`src/rtl/gpio_idx_pkg.sv`:
```
package gpio_idx_pkg;

    localparam int BUS_W    = 8;
    localparam int NPORTS   = 3;
    localparam int PIN_W    = 20;
    localparam logic [BUS_W-1:0] ADDR_INDEX  = 8'h22;
    localparam logic [BUS_W-1:0] ADDR_WINDOW = 8'h23;
    localparam logic [BUS_W-1:0] DIR_BASE    = 8'hA5;
    localparam logic [BUS_W-1:0] VAL_BASE    = 8'hA9;
    localparam logic [BUS_W-1:0] UNMAPPED_RD = 8'hFF;

    typedef enum logic [1:0] {
        REG_NONE = 2'd0,
        REG_DIR  = 2'd1,
        REG_VAL  = 2'd2
    } reg_kind_e;

    typedef struct packed {
        reg_kind_e  kind;
        logic [1:0] port;
    } idx_dec_t;

    function automatic int port_width(input int p);
        return (p == 2) ? 4 : 8;
    endfunction

    function automatic int port_offset(input int p);
        int acc;
        acc = 0;
        for (int i = 0; i < p; i++) acc += port_width(i);
        return acc;
    endfunction

    function automatic logic [BUS_W-1:0] dir_index(input int p);
        return DIR_BASE - BUS_W'(p);
    endfunction

    function automatic logic [BUS_W-1:0] val_index(input int p);
        return VAL_BASE - BUS_W'(p);
    endfunction

    function automatic idx_dec_t decode_index(input logic [BUS_W-1:0] idx);
        idx_dec_t d;
        d.kind = REG_NONE;
        d.port = 2'd0;
        for (int p = 0; p < NPORTS; p++) begin
            if (idx == dir_index(p)) begin
                d.kind = REG_DIR;
                d.port = 2'(p);
            end
            if (idx == val_index(p)) begin
                d.kind = REG_VAL;
                d.port = 2'(p);
            end
        end
        return d;
    endfunction

endpackage

```
`src/rtl/gpio_in_sync.sv`:
```
module gpio_in_sync #(
    parameter int W = 20
) (
    input  logic         clk,
    input  logic         rst,
    input  logic [W-1:0] d,
    output logic [W-1:0] q
);
    logic [W-1:0] stage1;

    always_ff @(posedge clk) begin
        if (rst) begin
            stage1 <= '0;
            q      <= '0;
        end else begin
            stage1 <= d;
            q      <= stage1;
        end
    end
endmodule

```
`src/rtl/gpio_port_reg.sv`:
```
module gpio_port_reg #(
    parameter int W     = 8,
    parameter int BUS_W = 8
) (
    input  logic             clk,
    input  logic             rst,
    input  logic             dir_we,
    input  logic             val_we,
    input  logic [BUS_W-1:0] wdata,
    output logic [W-1:0]     dir_q,
    output logic [W-1:0]     lat_q
);
    always_ff @(posedge clk) begin
        if (rst) begin
            dir_q <= '0;
            lat_q <= '0;
        end else begin
            if (dir_we) dir_q <= wdata[W-1:0];
            if (val_we) lat_q <= wdata[W-1:0];
        end
    end
endmodule

```
`src/rtl/gpio_idx_ctrl.sv`:
```
module gpio_idx_ctrl
    import gpio_idx_pkg::*;
(
    input  logic             clk,
    input  logic             rst,
    input  logic [BUS_W-1:0] bus_addr,
    input  logic             bus_wr,
    input  logic             bus_rd,
    input  logic [BUS_W-1:0] bus_wdata,
    output logic [BUS_W-1:0] bus_rdata,
    input  logic [PIN_W-1:0] pin_in,
    output logic [PIN_W-1:0] pin_out,
    output logic [PIN_W-1:0] pin_oe
);
    logic [BUS_W-1:0] idx_q;
    logic [PIN_W-1:0] pin_sync;
    idx_dec_t         sel;
    logic             win_wr;
    logic [NPORTS-1:0][BUS_W-1:0] dir_rd;
    logic [NPORTS-1:0][BUS_W-1:0] val_rd;
    logic [BUS_W-1:0] rd_val;

    always_ff @(posedge clk) begin
        if (rst)                                  idx_q <= '0;
        else if (bus_wr && bus_addr == ADDR_INDEX) idx_q <= bus_wdata;
    end

    assign sel    = decode_index(idx_q);
    assign win_wr = bus_wr && (bus_addr == ADDR_WINDOW);

    gpio_in_sync #(.W(PIN_W)) u_sync (
        .clk (clk),
        .rst (rst),
        .d   (pin_in),
        .q   (pin_sync)
    );

    for (genvar p = 0; p < NPORTS; p++) begin : g_port
        localparam int PW  = port_width(p);
        localparam int OFF = port_offset(p);
        logic [PW-1:0] dir_q;
        logic [PW-1:0] lat_q;
        logic [PW-1:0] seen;

        gpio_port_reg #(.W(PW), .BUS_W(BUS_W)) u_reg (
            .clk    (clk),
            .rst    (rst),
            .dir_we (win_wr && sel.kind == REG_DIR && sel.port == 2'(p)),
            .val_we (win_wr && sel.kind == REG_VAL && sel.port == 2'(p)),
            .wdata  (bus_wdata),
            .dir_q  (dir_q),
            .lat_q  (lat_q)
        );

        assign seen            = (dir_q & lat_q) | (~dir_q & pin_sync[OFF +: PW]);
        assign dir_rd[p]       = BUS_W'(dir_q);
        assign val_rd[p]       = BUS_W'(seen);
        assign pin_oe[OFF +: PW]  = dir_q;
        assign pin_out[OFF +: PW] = lat_q;
    end

    always_comb begin
        rd_val = '0;
        if (bus_addr == ADDR_INDEX) begin
            rd_val = idx_q;
        end else if (bus_addr == ADDR_WINDOW) begin
            unique case (sel.kind)
                REG_DIR: rd_val = dir_rd[sel.port];
                REG_VAL: rd_val = val_rd[sel.port];
                default: rd_val = UNMAPPED_RD;
            endcase
        end
    end

    assign bus_rdata = bus_rd ? rd_val : '0;

endmodule

```
`config.mk`:
```
export PLATFORM = sky130hd
export DESIGN_NAME = gpio_idx_ctrl
export DESIGN_NICKNAME = d
export VERILOG_FILES = /design/src/rtl/gpio_idx_pkg.sv /design/src/rtl/gpio_in_sync.sv /design/src/rtl/gpio_port_reg.sv /design/src/rtl/gpio_idx_ctrl.sv
export SDC_FILE = /design/constraint.sdc
export NUM_CORES = 1
export LEC_CHECK = 0
export BUFFER_PORTS_ARGS = -buffer_cell sky130_fd_sc_hd__buf_4
export CAP_MARGIN = 20
export CORE_ASPECT_RATIO = 1.75
export CORE_MARGIN = 1.5
export CORE_UTILIZATION = 53
export CTS_CLUSTER_SIZE = 8
export DETAILED_ROUTE_END_ITERATION = 10
export GPL_TIMING_DRIVEN = 0
export HOLD_SLACK_MARGIN = 0.12
export PLACE_DENSITY = 0.81
export SYNTH_ARGS = -nofsm -noshare
export SYNTH_HDL_FRONTEND = slang
export SYNTH_SLANG_ARGS = --single-unit
```
`constraint.sdc`:
```
create_clock -name clk -period 3.4 [get_ports clk]
set_input_delay 0.34 -clock clk [delete_from_list [all_inputs] [get_ports clk]]
set_output_delay 0.34 -clock clk [all_outputs]
set_load 0.02 [all_outputs]
```
; Word level (Yosys, flattened, before mapping)
; Cells that the tools add are included.
[op_classes]
reduce_logical = 11
bitwise_logic = 12
mux = 14
eq_ne = 12
n_lt_le_gt_ge = 1
[op_table]
columns = op, count
row1 = $eq A8 B8 Y1 const B, 6
row2 = $mux W8, 5
row3 = $and A8 B8 Y8, 4
row4 = $bmux W8 S2, 2
row5 = $mux W4, 5
row6 = $eq A8 B6 Y1 const B, 2
row7 = $not A8 Y8, 2
row8 = $or A8 B8 Y8, 2
row9 = $pmux W8 S2, 1
row10 = $logic_and A1 B1 Y1, 10
row11 = $and A4 B4 Y4, 2
row12 = $eq A2 B1 Y1 const B, 2
row13 = $eq A2 B2 Y1 const B, 2
row14 = $not A4 Y4, 1
row15 = $or A4 B4 Y4, 1
row16 = $lt A2 B3 Y1 const B, 1
row17 = $mux W3, 1
row18 = $logic_not A2 Y1, 1
[word_totals]
regBits = 88
inputBits = 40
elab_cells = 59
out_inout_bits = 48

; Depth between registers and ports, before layout
; Gate-level depths: netlist (run 1).
[logic_depth]
depth_word = 13
ltp_mapped = 12

; Hierarchy
; From an unflattened synthesis (run 1), not the netlist that was laid out.
[hier_totals]
cells_unflattened = 371
hier_area_um2 = 3797.4
[modules_own_cells]
columns = module, instances, area_per_inst_um2, seq_area_each_um2, cells_per_inst
row1 = gpio_idx_ctrl, 1, 1198.6, 160.2, 156
row2 = gpio_port_reg at g_port[0].u_reg ..., 2, 579.3, 320.3, 52
row3 = gpio_in_sync, 1, 1156.1, 800.8, 84
row4 = gpio_port_reg at g_port[2].u_reg, 1, 284.0, 160.2, 27

; Worst setup path before layout (run 1)
; Ideal clock, no wire load.
[synth_path]
path_type = register -> output
start = reg idx_q[3]
end = out bus_rdata[3]
n_path_buf = 3
arrival_ps = 2512
required_ps = 3060
path_slack_ps = 548
path_stages_with_launch = 12
path_cell_list = dfxtp_1 > buf_2 > and3b_1 > buf_2 > a22o_1 > and2_1 > inv_1 > ha_1 > clkbuf_1 > o21ai_0 > or3_1 > a31oi_1
[synth_between]
elab_chain_len = 12
word_cells_on_any_way = 22
[synth_rtl]
columns = item, line
row1 = from (decl), gpio_idx_ctrl.sv:15  ; logic [BUS_W-1:0] idx_q;
row2 = from (signal assigned), gpio_idx_ctrl.sv:25  ; else if (bus_wr && bus_addr == ADDR_INDEX) idx_q <= bus_wdata;
row3 = "$eq A8 B8 Y1, on equally long branches", "gpio_idx_pkg.sv:51, gpio_idx_pkg.sv:47"
row4 = $mux W4 or $mux W3 (tied branches), "gpio_idx_pkg.sv:51, gpio_idx_pkg.sv:47"
row5 = "$mux W4, on equally long branches", "gpio_idx_pkg.sv:47, gpio_idx_pkg.sv:51"
row6 = "$mux W4, on equally long branches", "gpio_idx_pkg.sv:51, gpio_idx_pkg.sv:47"
row7 = "$mux W4, on equally long branches", "gpio_idx_pkg.sv:47, gpio_idx_pkg.sv:51"
row8 = "$mux W4, on equally long branches", "gpio_idx_pkg.sv:51, gpio_idx_pkg.sv:47"
row9 = $bmux W8 S2 (tied with other cells), gpio_idx_ctrl.sv:69  ; REG_VAL: rd_val = val_rd[sel.port];
row10 = $mux W8 (implied by the code) (tied with other cells), gpio_idx_ctrl.sv:69
row11 = $pmux W8 S2, gpio_idx_ctrl.sv:67  ; unique case (sel.kind)
row12 = $mux W8, gpio_idx_ctrl.sv:66  ; end else if (bus_addr == ADDR_WINDOW) begin
row13 = $mux W8 *, gpio_idx_ctrl.sv:64  ; if (bus_addr == ADDR_INDEX) begin
row14 = $mux W8 *, gpio_idx_ctrl.sv:75  ; assign bus_rdata = bus_rd ? rd_val : '0;
row15 = to (decl), gpio_idx_ctrl.sv:10  ; output logic [BUS_W-1:0] bus_rdata,
; Mark *: on every way between the ends. The rest lies on a longest branch, timed or not. The select of a mux whose other input is x is not followed.

; Worst setup path in the final report (run 1)
[layout_path]
start = reg idx_q[1]
end = out bus_rdata[3]
[layout_between]
elab_chain_len = 12
word_cells_on_any_way = 22
[layout_rtl]
columns = item, line
row1 = "$eq A8 B8 Y1, on equally long branches", "gpio_idx_pkg.sv:51, gpio_idx_pkg.sv:47"
row2 = $mux W4 or $mux W3 (tied branches), "gpio_idx_pkg.sv:51, gpio_idx_pkg.sv:47"
row3 = "$mux W4, on equally long branches", "gpio_idx_pkg.sv:47, gpio_idx_pkg.sv:51"
row4 = "$mux W4, on equally long branches", "gpio_idx_pkg.sv:51, gpio_idx_pkg.sv:47"
row5 = "$mux W4, on equally long branches", "gpio_idx_pkg.sv:47, gpio_idx_pkg.sv:51"
row6 = $mux W4 *, gpio_idx_pkg.sv:51  ; if (idx == val_index(p)) begin
row7 = $bmux W8 S2 (tied with other cells), gpio_idx_ctrl.sv:69
row8 = $mux W8 (implied by the code) (tied with other cells), gpio_idx_ctrl.sv:69
row9 = $pmux W8 S2 *, gpio_idx_ctrl.sv:67
row10 = $mux W8 *, gpio_idx_ctrl.sv:66
row11 = $mux W8 *, gpio_idx_ctrl.sv:64
row12 = $mux W8 *, gpio_idx_ctrl.sv:75
; Marks and branches as above.

==> flow_metrics.env, run 1 <==
export IMPL_outcome="finished, final reports clean"
export IMPL_multi_input_area_um2=1850
export IMPL_vdd_ir_drop_max_uv=459
export IMPL_grt_util_all_layers_pct=27.7
export IMPL_fin_skew_ps=6.97
export IMPL_fin_crit_ps=3260
export IMPL_syn2layout_area_growth_pct=28.2
export IMPL_layout_common_cells="dfxtp_1 (88), buf_4 (86), mux2i_1 (45)"
export IMPL_drtAntennaViolNets=0
export IMPL_wirelength_mm=10.0
export IMPL_regArea_um2=1760
export IMPL_clock_latency_ps=340
export IMPL_ys_top_cells_by_area="dfxtp_1 (47%), mux2i_1 (12%), nor2b_1 (6.7%)"
export IMPL_crit_type="reg2out"
export IMPL_synth_seq_cells=88
export IMPL_diodes=0
export IMPL_cts_tree="yes"
export IMPL_swShare_pct=20.3
export IMPL_wl_per_cell_um=17.3
export IMPL_clock_root_buffer="clkbuf_16"
export IMPL_combPwrFrac_pct=4.5
export IMPL_yosysTopAreaCell="dfxtp_1"
export IMPL_synth_nets=436
export IMPL_globalplace_congestion=0.941
export IMPL_fin_util_pct=70.0
export IMPL_min_period_over_period_pct=96.0
export IMPL_synthCells=394
export IMPL_cts_max_path_buffers=2
export IMPL_r2r_start="idx_q[1]$_SDFFE_PP0P_"
export IMPL_setup_ws_ps=137
export IMPL_htree_levels=3
export IMPL_placed_area_um2=4480
export IMPL_ioPinCount=88
export IMPL_rows=40
export IMPL_vias=3260
export IMPL_synth_top_cell_area_share_pct=47.1
export IMPL_final_max_slew_viol_count=0
export IMPL_tightest_slew_ps=736
export IMPL_synth_edf_count=0
export IMPL_antenna_found_initial=0
export IMPL_n_fill_cell=537
export IMPL_p_leak_nw=2.01
export IMPL_ys_flop_type="dfxtp_1"
export IMPL_crit_end="bus_rdata[3]"
export IMPL_p_int_mw=1.71
export IMPL_dpl_worst_slack_ps=191
export IMPL_crit_fanout=10
export IMPL_avgSynthCellArea_um2=9.50
export IMPL_yosysWarnings=0
export IMPL_startpoint_type="flop"
export IMPL_maxClockFrequency_mhz=307
export IMPL_initial_core_util_pct=54.6
export IMPL_dp_hpwl_mm=7.52
export IMPL_grt_max_degree=14
export IMPL_die_w_um=66.5
export IMPL_timing_critical_path_from="idx_q[1]$_SDFFE_PP0P_"
export IMPL_end_kind="primary output"
export IMPL_fin_area_um2=4800
export IMPL_cp_arrival_ps=2920
export IMPL_relSlewSlack_pct=50.5
export IMPL_core_area_um2=6860
export IMPL_post_drt_via_cell_ratio=5.63
export IMPL_drive_above_1_share_pct=25.7
export IMPL_fp_dieH_um=114
export IMPL_power_density_nw_per_um2=448
export IMPL_syn_cell_area_um2=3740
export IMPL_die_area_um2=7590
export IMPL_rsz0062_at_grt="false"
export IMPL_drt_iter0_drc=254
export IMPL_cts_buffers=9
export IMPL_r2r_end="g_port[0].u_reg.lat_q[2]$_SDFFE_PP0P_"
export IMPL_pwr_share_clk_pct=46.2
export IMPL_grt_pass1_vias=3200
export IMPL_power_switching_mw=0.436
export IMPL_r2r_cells=10
export IMPL_setup_violations=0
export IMPL_pwr_share_seq_pct=49.3
export IMPL_synth_distinct_cells=42
export IMPL_cts_sinks=88
export IMPL_clkTransAtPathRegs_ps=60
export IMPL_cap_violations=0
export IMPL_drtPass1Iterations=5
export IMPL_port_buffers=84
export IMPL_regToRegSetupSlack_ps=610
export IMPL_grt_pass1_wl_mm=15.7
export IMPL_grt_ovfl_total=0
export IMPL_postCtsHoldBufs=0
export IMPL_crit_required_ps=3060
export IMPL_nets=532
export IMPL_drc=0
export IMPL_hold_viol_final=0
export IMPL_async_flop_share_pct=0
export IMPL_seq_area_frac_synth_pct=47.1
export IMPL_final_common_cell="dfxtp_1"
export IMPL_hold_class="in2reg"
export IMPL_setup_tns_ps=0
cells in the mapped netlist, drive strengths merged, types with 2 or more instances:
library cell and number:
buf 7, o31a 3, nor3 2, nand4 5, clkbuf 20, o211ai 2
mux2i 45, dfxtp 88, nand3b 2, inv 5, ha 2, o21ai 22
a221oi 3, o221ai 7, mux2 8, a22oi 4, nand3 10, and2 4
nand2 25, nor2 42, a21oi 23, a31oi 11, and4 2, or4 2
nor2b 40, nor4 2
stage by stage:
| stage | hold slack (ps) | power, mW | instances |
|---|---|---|---|
| after global routing | 217 | 2.21 | 579 |
| after CTS | 204 | 2.16 | 579 |
| after detailed placement | 423 | 1.18 | 562 |
| after global placement | 416 | 1.17 | 562 |
| after floorplan | 414 | 1.12 | 394 |
| final | 209 | 2.15 | 579 |
layout make-up:
cell class,instances,area share (%)
Tap cell,84,2.19
Clock inverter,2,0.782
Buffer,27,2.56
Sequential cell,88,36.7
Multi-Input combinational cell,274,38.5
Timing Repair Buffer,85,13.3
Inverter,5,0.391
Clock buffer,14,5.50
worst min-delay path by stage:
| stage | from | to | slack (ps) | cells past startpoint |
|---|---|---|---|---|
| 6_report | pin_in[8] | u_sync.stage1[8]$_SDFF_PP0_ | 210 | 2 |
| 5_1_grt | pin_in[8] | u_sync.stage1[8]$_SDFF_PP0_ | 220 | 2 |
| 4_1_cts | pin_in[8] | u_sync.stage1[8]$_SDFF_PP0_ | 200 | 2 |
| 3_5_place_dp | u_sync.stage1[12]$_SDFF_PP0_ | u_sync.q[12]$_SDFF_PP0_ | 420 | 1 |
| 3_3_place_gp | u_sync.stage1[11]$_SDFF_PP0_ | u_sync.q[11]$_SDFF_PP0_ | 420 | 1 |
| 2_1_floorplan | u_sync.stage1[0]$_SDFF_PP0_ | u_sync.q[0]$_SDFF_PP0_ | 410 | 1 |
kinds of logic (layout without fill, tap and decap cells):
group / after synthesis / in the layout / synth area share, %
xor gates and xnor gates: 1 / 1 / 0.435
DFF: 88 / 88 / 47.1
buffers and inverters: 32 / 133 / 3.68
AOI/OAI and AO/OA: 78 / 78 / 13.1
and+or+nand+nor: 140 / 140 / 20.6
muxes: 53 / 53 / 14.4
adders and majority gates: 2 / 2 / 0.669
flip-flops by register name (all words and copies together), names as in the netlist:
register and flops:
u_sync.q 20, g_port.u_reg.dir_q 20, u_sync.stage1 20, g_port.u_reg.lat_q 20, idx_q 8
critical path, cell delays in order (launching register included):
cell and delay [ps]:
dfxtp_1 300, clkbuf_1 180, and3b_1 200, buf_2 190, a22o_1 250, and2_1 170, inv_1 60, ha_1 170
buf_2 230, o21ai_0 120, or3_1 360, a31oi_1 180, buf_4 170
power groups by stage:
stage                     combinational, mW  sequential (mW)  clock (mW)
final                                0.0963             1.06       0.992
after global routing                  0.105             1.06        1.05
after CTS                            0.0974             1.06        1.01
after detailed placement             0.0968             1.08           0
after global placement               0.0946             1.08           0
after floorplan                      0.0429             1.08           0
repair_timing:
action / CTS / global route
resized for setup: 4 / 2
setup endpoints to repair: 3 / 2
setup buffers: 1 / 0
endpoints found under the hold margin: 0 / 0
routing by layer:
| layer | vias up | GRT usage (%) | routed length, um | part of all wire [%] |
|---|---|---|---|---|
| met1 | 1527 | 29.4 | 3710 | 37 |
| met5 | - | 0 | 0 | 0 |
| met2 | 123 | 47.7 | 5260 | 52 |
| met3 | 33 | 4.72 | 578 | 5.8 |
| li1 | 1577 | - | - | - |
| met4 | 0 | 20.1 | 485 | 4.8 |
Power figures use the tool's default switching activity.
==> inputs of run 2 (changes only) <==
- CORE_UTILIZATION: 53 -> 48
- PLACE_DENSITY: 0.81 -> 0.77
- clock period: 3.4 -> 2.7 ns (I/O delays scaled with it)
==> run 2 against run 1 <==
  * Clock power rose by 34%
  * Largest cell class unchanged
  * Worst hold slack got worse by 68 ps
  * Clock skew fell by 0.53 ps
  * Power rose by 30%
  * Die area rose by 10%
  * Largest power group unchanged
  * Final area rose by 6.9%
  * Register-to-register slack got worse by 210 ps
==> flow_metrics.env, run 2 (synthesis gave the netlist of run 1 again) <==
export IMPL_die_area_um2=8360
export IMPL_drtAntennaViolNets=0
export IMPL_vdd_ir_drop_max_uv=499
export IMPL_hold_class="in2reg"
export IMPL_tightest_slew_ps=840
export IMPL_worstPathCellList="buf_4 > nand4bb_4 > clkbuf_8 > nor2_1 > and2_4 > inv_1 > ha_4 > nand4_1 > clkbuf_8 > nor2_4 > a31oi_1 > a21oi_2 > buf_4"
export IMPL_placed_area_um2=4490
export IMPL_fin_crit_ps=2690
export IMPL_power_density_nw_per_um2=542
export IMPL_antenna_found_initial=0
export IMPL_startpoint_type="flop"
export IMPL_cts_buffers=9
export IMPL_cp_arrival_ps=2420
export IMPL_final_max_slew_viol_count=0
export IMPL_p_int_mw=2.22
export IMPL_initial_core_util_pct=49.5
export IMPL_r2r_end="g_port[1].u_reg.dir_q[4]$_SDFFE_PP0P_"
export IMPL_diodes=0
export IMPL_grt_pass1_vias=3302
export IMPL_critical_path_max_stage_delay_ps=370
export IMPL_port_buffers=84
export IMPL_grt_pass1_wl_mm=16.3
export IMPL_regToRegSetupSlack_ps=400
export IMPL_fin_skew_ps=6.44
export IMPL_pwr_share_seq_pct=47.7
export IMPL_drtPass1Iterations=5
export IMPL_r2r_cells=12
export IMPL_relSlewSlack_pct=43.6
export IMPL_drive_above_1_share_pct=33.6
export IMPL_drc=0
export IMPL_setup_tns_ps=0
export IMPL_swShare_pct=20.2
export IMPL_clkTransAtPathRegs_ps=60
export IMPL_crit_required_ps=2430
export IMPL_whs_path_depth=2
export IMPL_power_switching_mw=0.561
export IMPL_crit_end="bus_rdata[7]"
export IMPL_n_fill_cell=598
export IMPL_hold_viol_final=0
export IMPL_rsz0062_at_grt="true"
export IMPL_globalplace_congestion=0.908
export IMPL_fp_dieH_um=120
export IMPL_p_leak_nw=2.13
export IMPL_total_power_mw=2.78
export IMPL_final_common_cell="buf_4"
export IMPL_rows=42
export IMPL_grt_ovfl_total=0
export IMPL_wl_per_cell_um=17.8
export IMPL_post_drt_via_cell_ratio=5.80
export IMPL_cp_depth=13
export IMPL_combPwrFrac_pct=4.5
export IMPL_maxClockFrequency_mhz=372
export IMPL_layout_common_cells="buf_4 (99), dfxtp_1 (81), mux2i_1 (45)"
export IMPL_syn2layout_area_growth_pct=37.1
export IMPL_setup_violations=0
export IMPL_path_buf_inv=5
export IMPL_nets=543
export IMPL_wirelength_mm=10.6
export IMPL_core_area_um2=7570
export IMPL_crit_type="reg2out"
export IMPL_htree_levels=3
export IMPL_timing_critical_path_from="idx_q[5]$_SDFFE_PP0P_"
export IMPL_dp_hpwl_mm=7.66
export IMPL_cts_tree="yes"
export IMPL_cts_max_path_buffers=2
export IMPL_outcome="finished, final reports clean"
export IMPL_ioPinCount=88
export IMPL_worst_path_dominant_cell_family="buffers and inverters"
export IMPL_clock_latency_ps=340
export IMPL_cts_sinks=88
export IMPL_die_w_um=69.7
export IMPL_r2r_start="idx_q[5]$_SDFFE_PP0P_"
export IMPL_slowest_stage="dfxtp_4"
export IMPL_drt_iter0_drc=310
export IMPL_cap_violations=0
export IMPL_grt_max_degree=15
export IMPL_clock_root_buffer="clkbuf_16"
export IMPL_vias=3446
export IMPL_postCtsHoldBufs=0
export IMPL_grt_util_all_layers_pct=25.2
export IMPL_pwr_share_clk_pct=47.8
export IMPL_fin_area_um2=5130
export IMPL_end_kind="primary output"
export IMPL_crit_fanout=5
export IMPL_min_period_over_period_pct=99.7
run 2: changes by cell type in the layout (fill, tap and decap cells not counted), sizes merged:
cell      before  now
clkinvlp       1    0
buf           94  105
clkinv         0    2
bufinv         1    2
clkbuf        32   30
run 2: worst min path at each step:
| stage | to | start |
|---|---|---|
| after global placement | u_sync.q[11]$_SDFF_PP0_ | u_sync.stage1[11]$_SDFF_PP0_ |
| after CTS | u_sync.stage1[10]$_SDFF_PP0_ | pin_in[10] |
| final | u_sync.stage1[13]$_SDFF_PP0_ | pin_in[13] |
| after floorplan | u_sync.stage1[0]$_SDFF_PP0_ | pin_in[0] |
| after global routing | u_sync.stage1[4]$_SDFF_PP0_ | pin_in[4] |
| after detailed placement | u_sync.q[9]$_SDFF_PP0_ | u_sync.stage1[9]$_SDFF_PP0_ |
run 2: power groups by stage:
stage | Clock (mW) | Combinational [mW] | Sequential [mW]
floorplan | 0 | 0.0540 | 1.36
global placement | 0 | 0.120 | 1.36
global route | 1.40 | 0.135 | 1.33
detailed placement | 0 | 0.122 | 1.36
finish | 1.33 | 0.124 | 1.33
CTS | 1.35 | 0.123 | 1.33
run 2: worst reg2reg max path, delay by kind of cell, from the launching register on:
kind                       cells  cell delay (ps)
DFF                            1              370
buffers and inverters          5              750
muxes                          1              240
and+or+nand+nor                5              640
adders and majority gates      1              140
run 2: final cells by class:
cell class	instances	area, um2	area share [%]
timing repair buffer	100	767	15.0
clock inverter	4	77.6	1.51
clock buffer	12	246	4.80
tap	88	110	2.15
sequential	88	1780	34.7
buffer	23	146	2.85
inverter	5	21.3	0.415
multi-input combinational	274	1980	38.6
run 2: routing by layer:
layer | up-vias | wire length [um] | share of wire, % | track usage (%)
met5 | - | 0 | 0 | 0
met4 | 0 | 534 | 5.0 | 16.1
met3 | 40 | 565 | 5.3 | 4.70
met2 | 157 | 5720 | 54 | 45.1
met1 | 1641 | 3770 | 36 | 26.5
li1 | 1608 | - | - | -
run 2: stage by stage:
step                      util (%)  setup slack [ps]  instances  hold slack [ps]
after floorplan                  -              3.91        394              398
after global placement        59.3              -425        566              417
after detailed placement      59.3              -476        566              422
after CTS                     66.2            0.0331        590              133
after global routing          67.8             -62.5        594              138
final                         67.8              8.65        594              141
run 2: timing repair:
item                                    CTS  global route
endpoints found under the hold margin     0             0
pin swaps                                 8            12
resized for setup                        35            24
setup buffers                            11             5
endpoints found under the setup margin   41             8
==> inputs of run 3 (changes only) <==
- REMOVE_ABC_BUFFERS: default -> 1
==> run 3 against run 2 <==
  * Register-to-register slack got worse by 80 ps
  * Die area unchanged
  * Highest routed layer unchanged
  * Critical path depth decreased by 4
  * Non-clock buffer count decreased by 23
  * Sequential power about the same
  * Sequential share of layout area increased by 2.0 points
  * Count of clock-buffer cells in the layout increased by 2
  * First-iteration DRC count increased by 7.7%
==> flow_metrics.env, run 3 (synthesis gave the netlist of run 1 again) <==
export IMPL_outcome="finished, final reports clean"
export IMPL_fin_skew_ps=5.32
export IMPL_whs_path_depth=2
export IMPL_setup_tns_ps=0
export IMPL_cts_max_path_buffers=2
export IMPL_initial_core_util_pct=49.5
export IMPL_min_period_over_period_pct=98.2
export IMPL_drc=0
export IMPL_dp_hpwl_mm=6.63
export IMPL_globalplace_congestion=0.905
export IMPL_nets=520
export IMPL_crit_fanout=11
export IMPL_cts_sinks=88
export IMPL_die_area_um2=8360
export IMPL_grt_util_all_layers_pct=23.3
export IMPL_core_area_um2=7570
export IMPL_drt_iter0_drc=334
export IMPL_min_from="pin_in[13]"
export IMPL_crit_type="reg2out"
export IMPL_power_density_nw_per_um2=530
export IMPL_htree_levels=3
export IMPL_antenna_found_initial=0
export IMPL_min_to="u_sync.stage1[13]$_SDFF_PP0_"
export IMPL_ioPinCount=88
export IMPL_drive_above_1_share_pct=31.3
export IMPL_grt_pass1_wl_mm=15.4
export IMPL_vias=3227
export IMPL_startpoint_type="flop"
export IMPL_p_int_mw=2.03
export IMPL_swShare_pct=21.0
export IMPL_final_common_cell="buf_4"
export IMPL_setup_violations=0
export IMPL_post_drt_via_cell_ratio=5.65
export IMPL_wl_per_cell_um=17.0
export IMPL_drtAntennaViolNets=0
export IMPL_end_kind="primary output"
export IMPL_grt_max_degree=89
export IMPL_hold_class="in2reg"
export IMPL_tightest_slew_ps=868
export IMPL_grt_ovfl_total=0
export IMPL_hold_viol_final=0
export IMPL_grt_pass1_vias=3155
export IMPL_placed_area_um2=4390
export IMPL_port_buffers=87
export IMPL_holdWs_ps=146
export IMPL_syn2layout_area_growth_pct=29.8
export IMPL_p_leak_nw=2.01
export IMPL_layout_common_cells="buf_4 (100), dfxtp_1 (80), mux2i_1 (45)"
export IMPL_combPwrFrac_pct=4.6
export IMPL_cap_violations=0
export IMPL_cts_tree="yes"
export IMPL_relSlewSlack_pct=42.1
export IMPL_fp_dieH_um=120
export IMPL_wirelength_mm=9.69
export IMPL_r2r_cells=9
export IMPL_die_w_um=69.7
export IMPL_pwr_share_clk_pct=43.8
export IMPL_r2r_end="g_port[1].u_reg.dir_q[1]$_SDFFE_PP0P_"
export IMPL_final_max_slew_viol_count=0
export IMPL_maxClockFrequency_mhz=377
export IMPL_vdd_ir_drop_max_uv=417
export IMPL_cp_arrival_ps=2380
export IMPL_rows=42
export IMPL_cts_buffers=9
export IMPL_fin_crit_ps=2650
export IMPL_drtPass1Iterations=5
export IMPL_r2r_start="idx_q[1]$_SDFFE_PP0P_"
export IMPL_fin_area_um2=4860
export IMPL_clkTransAtPathRegs_ps=60
export IMPL_power_switching_mw=0.541
export IMPL_regToRegSetupSlack_ps=320
export IMPL_pwr_share_seq_pct=51.6
export IMPL_clock_latency_ps=330
export IMPL_fin_util_pct=64.2
export IMPL_diodes=0
export IMPL_crit_required_ps=2430
export IMPL_clock_root_buffer="clkbuf_16"
## run 3: changes by cell type in the layout (fill, tap and decap cells not counted), moves of 3 or more
cell,before,now
clkbuf_1,14,4
clkbuf_8,5,1
buf_2,3,0
nor2_4,4,0
nor2_1,34,39
## run 3: worst max path at each step
stage,start,endpoint,slack (ps),cells past startpoint
after floorplan,idx_q[5]$_SDFFE_PP0P_,bus_rdata[4],-580,7
after global placement,idx_q[5]$_SDFFE_PP0P_,bus_rdata[4],-1470,8
after detailed placement,idx_q[5]$_SDFFE_PP0P_,bus_rdata[4],-1040,8
after CTS,idx_q[2]$_SDFFE_PP0P_,bus_rdata[3],20,6
after global routing,idx_q[5]$_SDFFE_PP0P_,bus_rdata[6],-4,9
final,idx_q[5]$_SDFFE_PP0P_,bus_rdata[5],50,9
## run 3: what timing repair did
item                       4_1_cts  5_1_grt
setup endpoints to repair       44        8
resized for setup               16       13
hold buffers                     0        0
pin swaps                        5        5
setup buffers                    8        5
## run 3: final cells by class
cell class / count / area (um2)
repair buffers: 100 / 751
inverters: 5 / 18.8
clock buffers: 14 / 254
fillers: 654 / 2710
flip-flops and latches: 88 / 1780
well taps: 88 / 110
multi-input cells: 274 / 1930
clock inverters: 2 / 15.0
## run 3: power by group through the flow
stage                     clock network (mW)  logic [mW]  registers, mW
after floorplan                            0      0.0336           1.36
after global placement                     0       0.113           1.36
after detailed placement                   0       0.116           1.36
after CTS                               1.14       0.117           1.33
after global routing                    1.20       0.127           1.33
final                                   1.13       0.117           1.33
## run 3: through the flow
| step | power, mW | worst slack [ps] | std cells |
|---|---|---|---|
| 2_1_floorplan | 1.39 | -584 | 367 |
| 3_3_place_gp | 1.47 | -1470 | 542 |
| 3_5_place_dp | 1.48 | -1040 | 542 |
| 4_1_cts | 2.59 | 18.0 | 566 |
| 5_1_grt | 2.66 | -3.84 | 571 |
| 6_report | 2.57 | 49.3 | 571 |
## run 3: routing by layer
metal / share of wire [%] / global-route usage, %
met5: 0 / 0
met4: 2.6 / 10.9
met3: 4.8 / 4.20
met2: 53 / 41.3
met1: 40 / 26.9
## run 3: critical path: stages, from the launching register on
cell and delay [ps]:
dfxtp_4 360, nor4bb_4 340, and2_4 230, ha_4 220, nand4_1 110, buf_4 190, nor2_1 100, a31oi_1 50
a31oi_1 250, buf_4 190
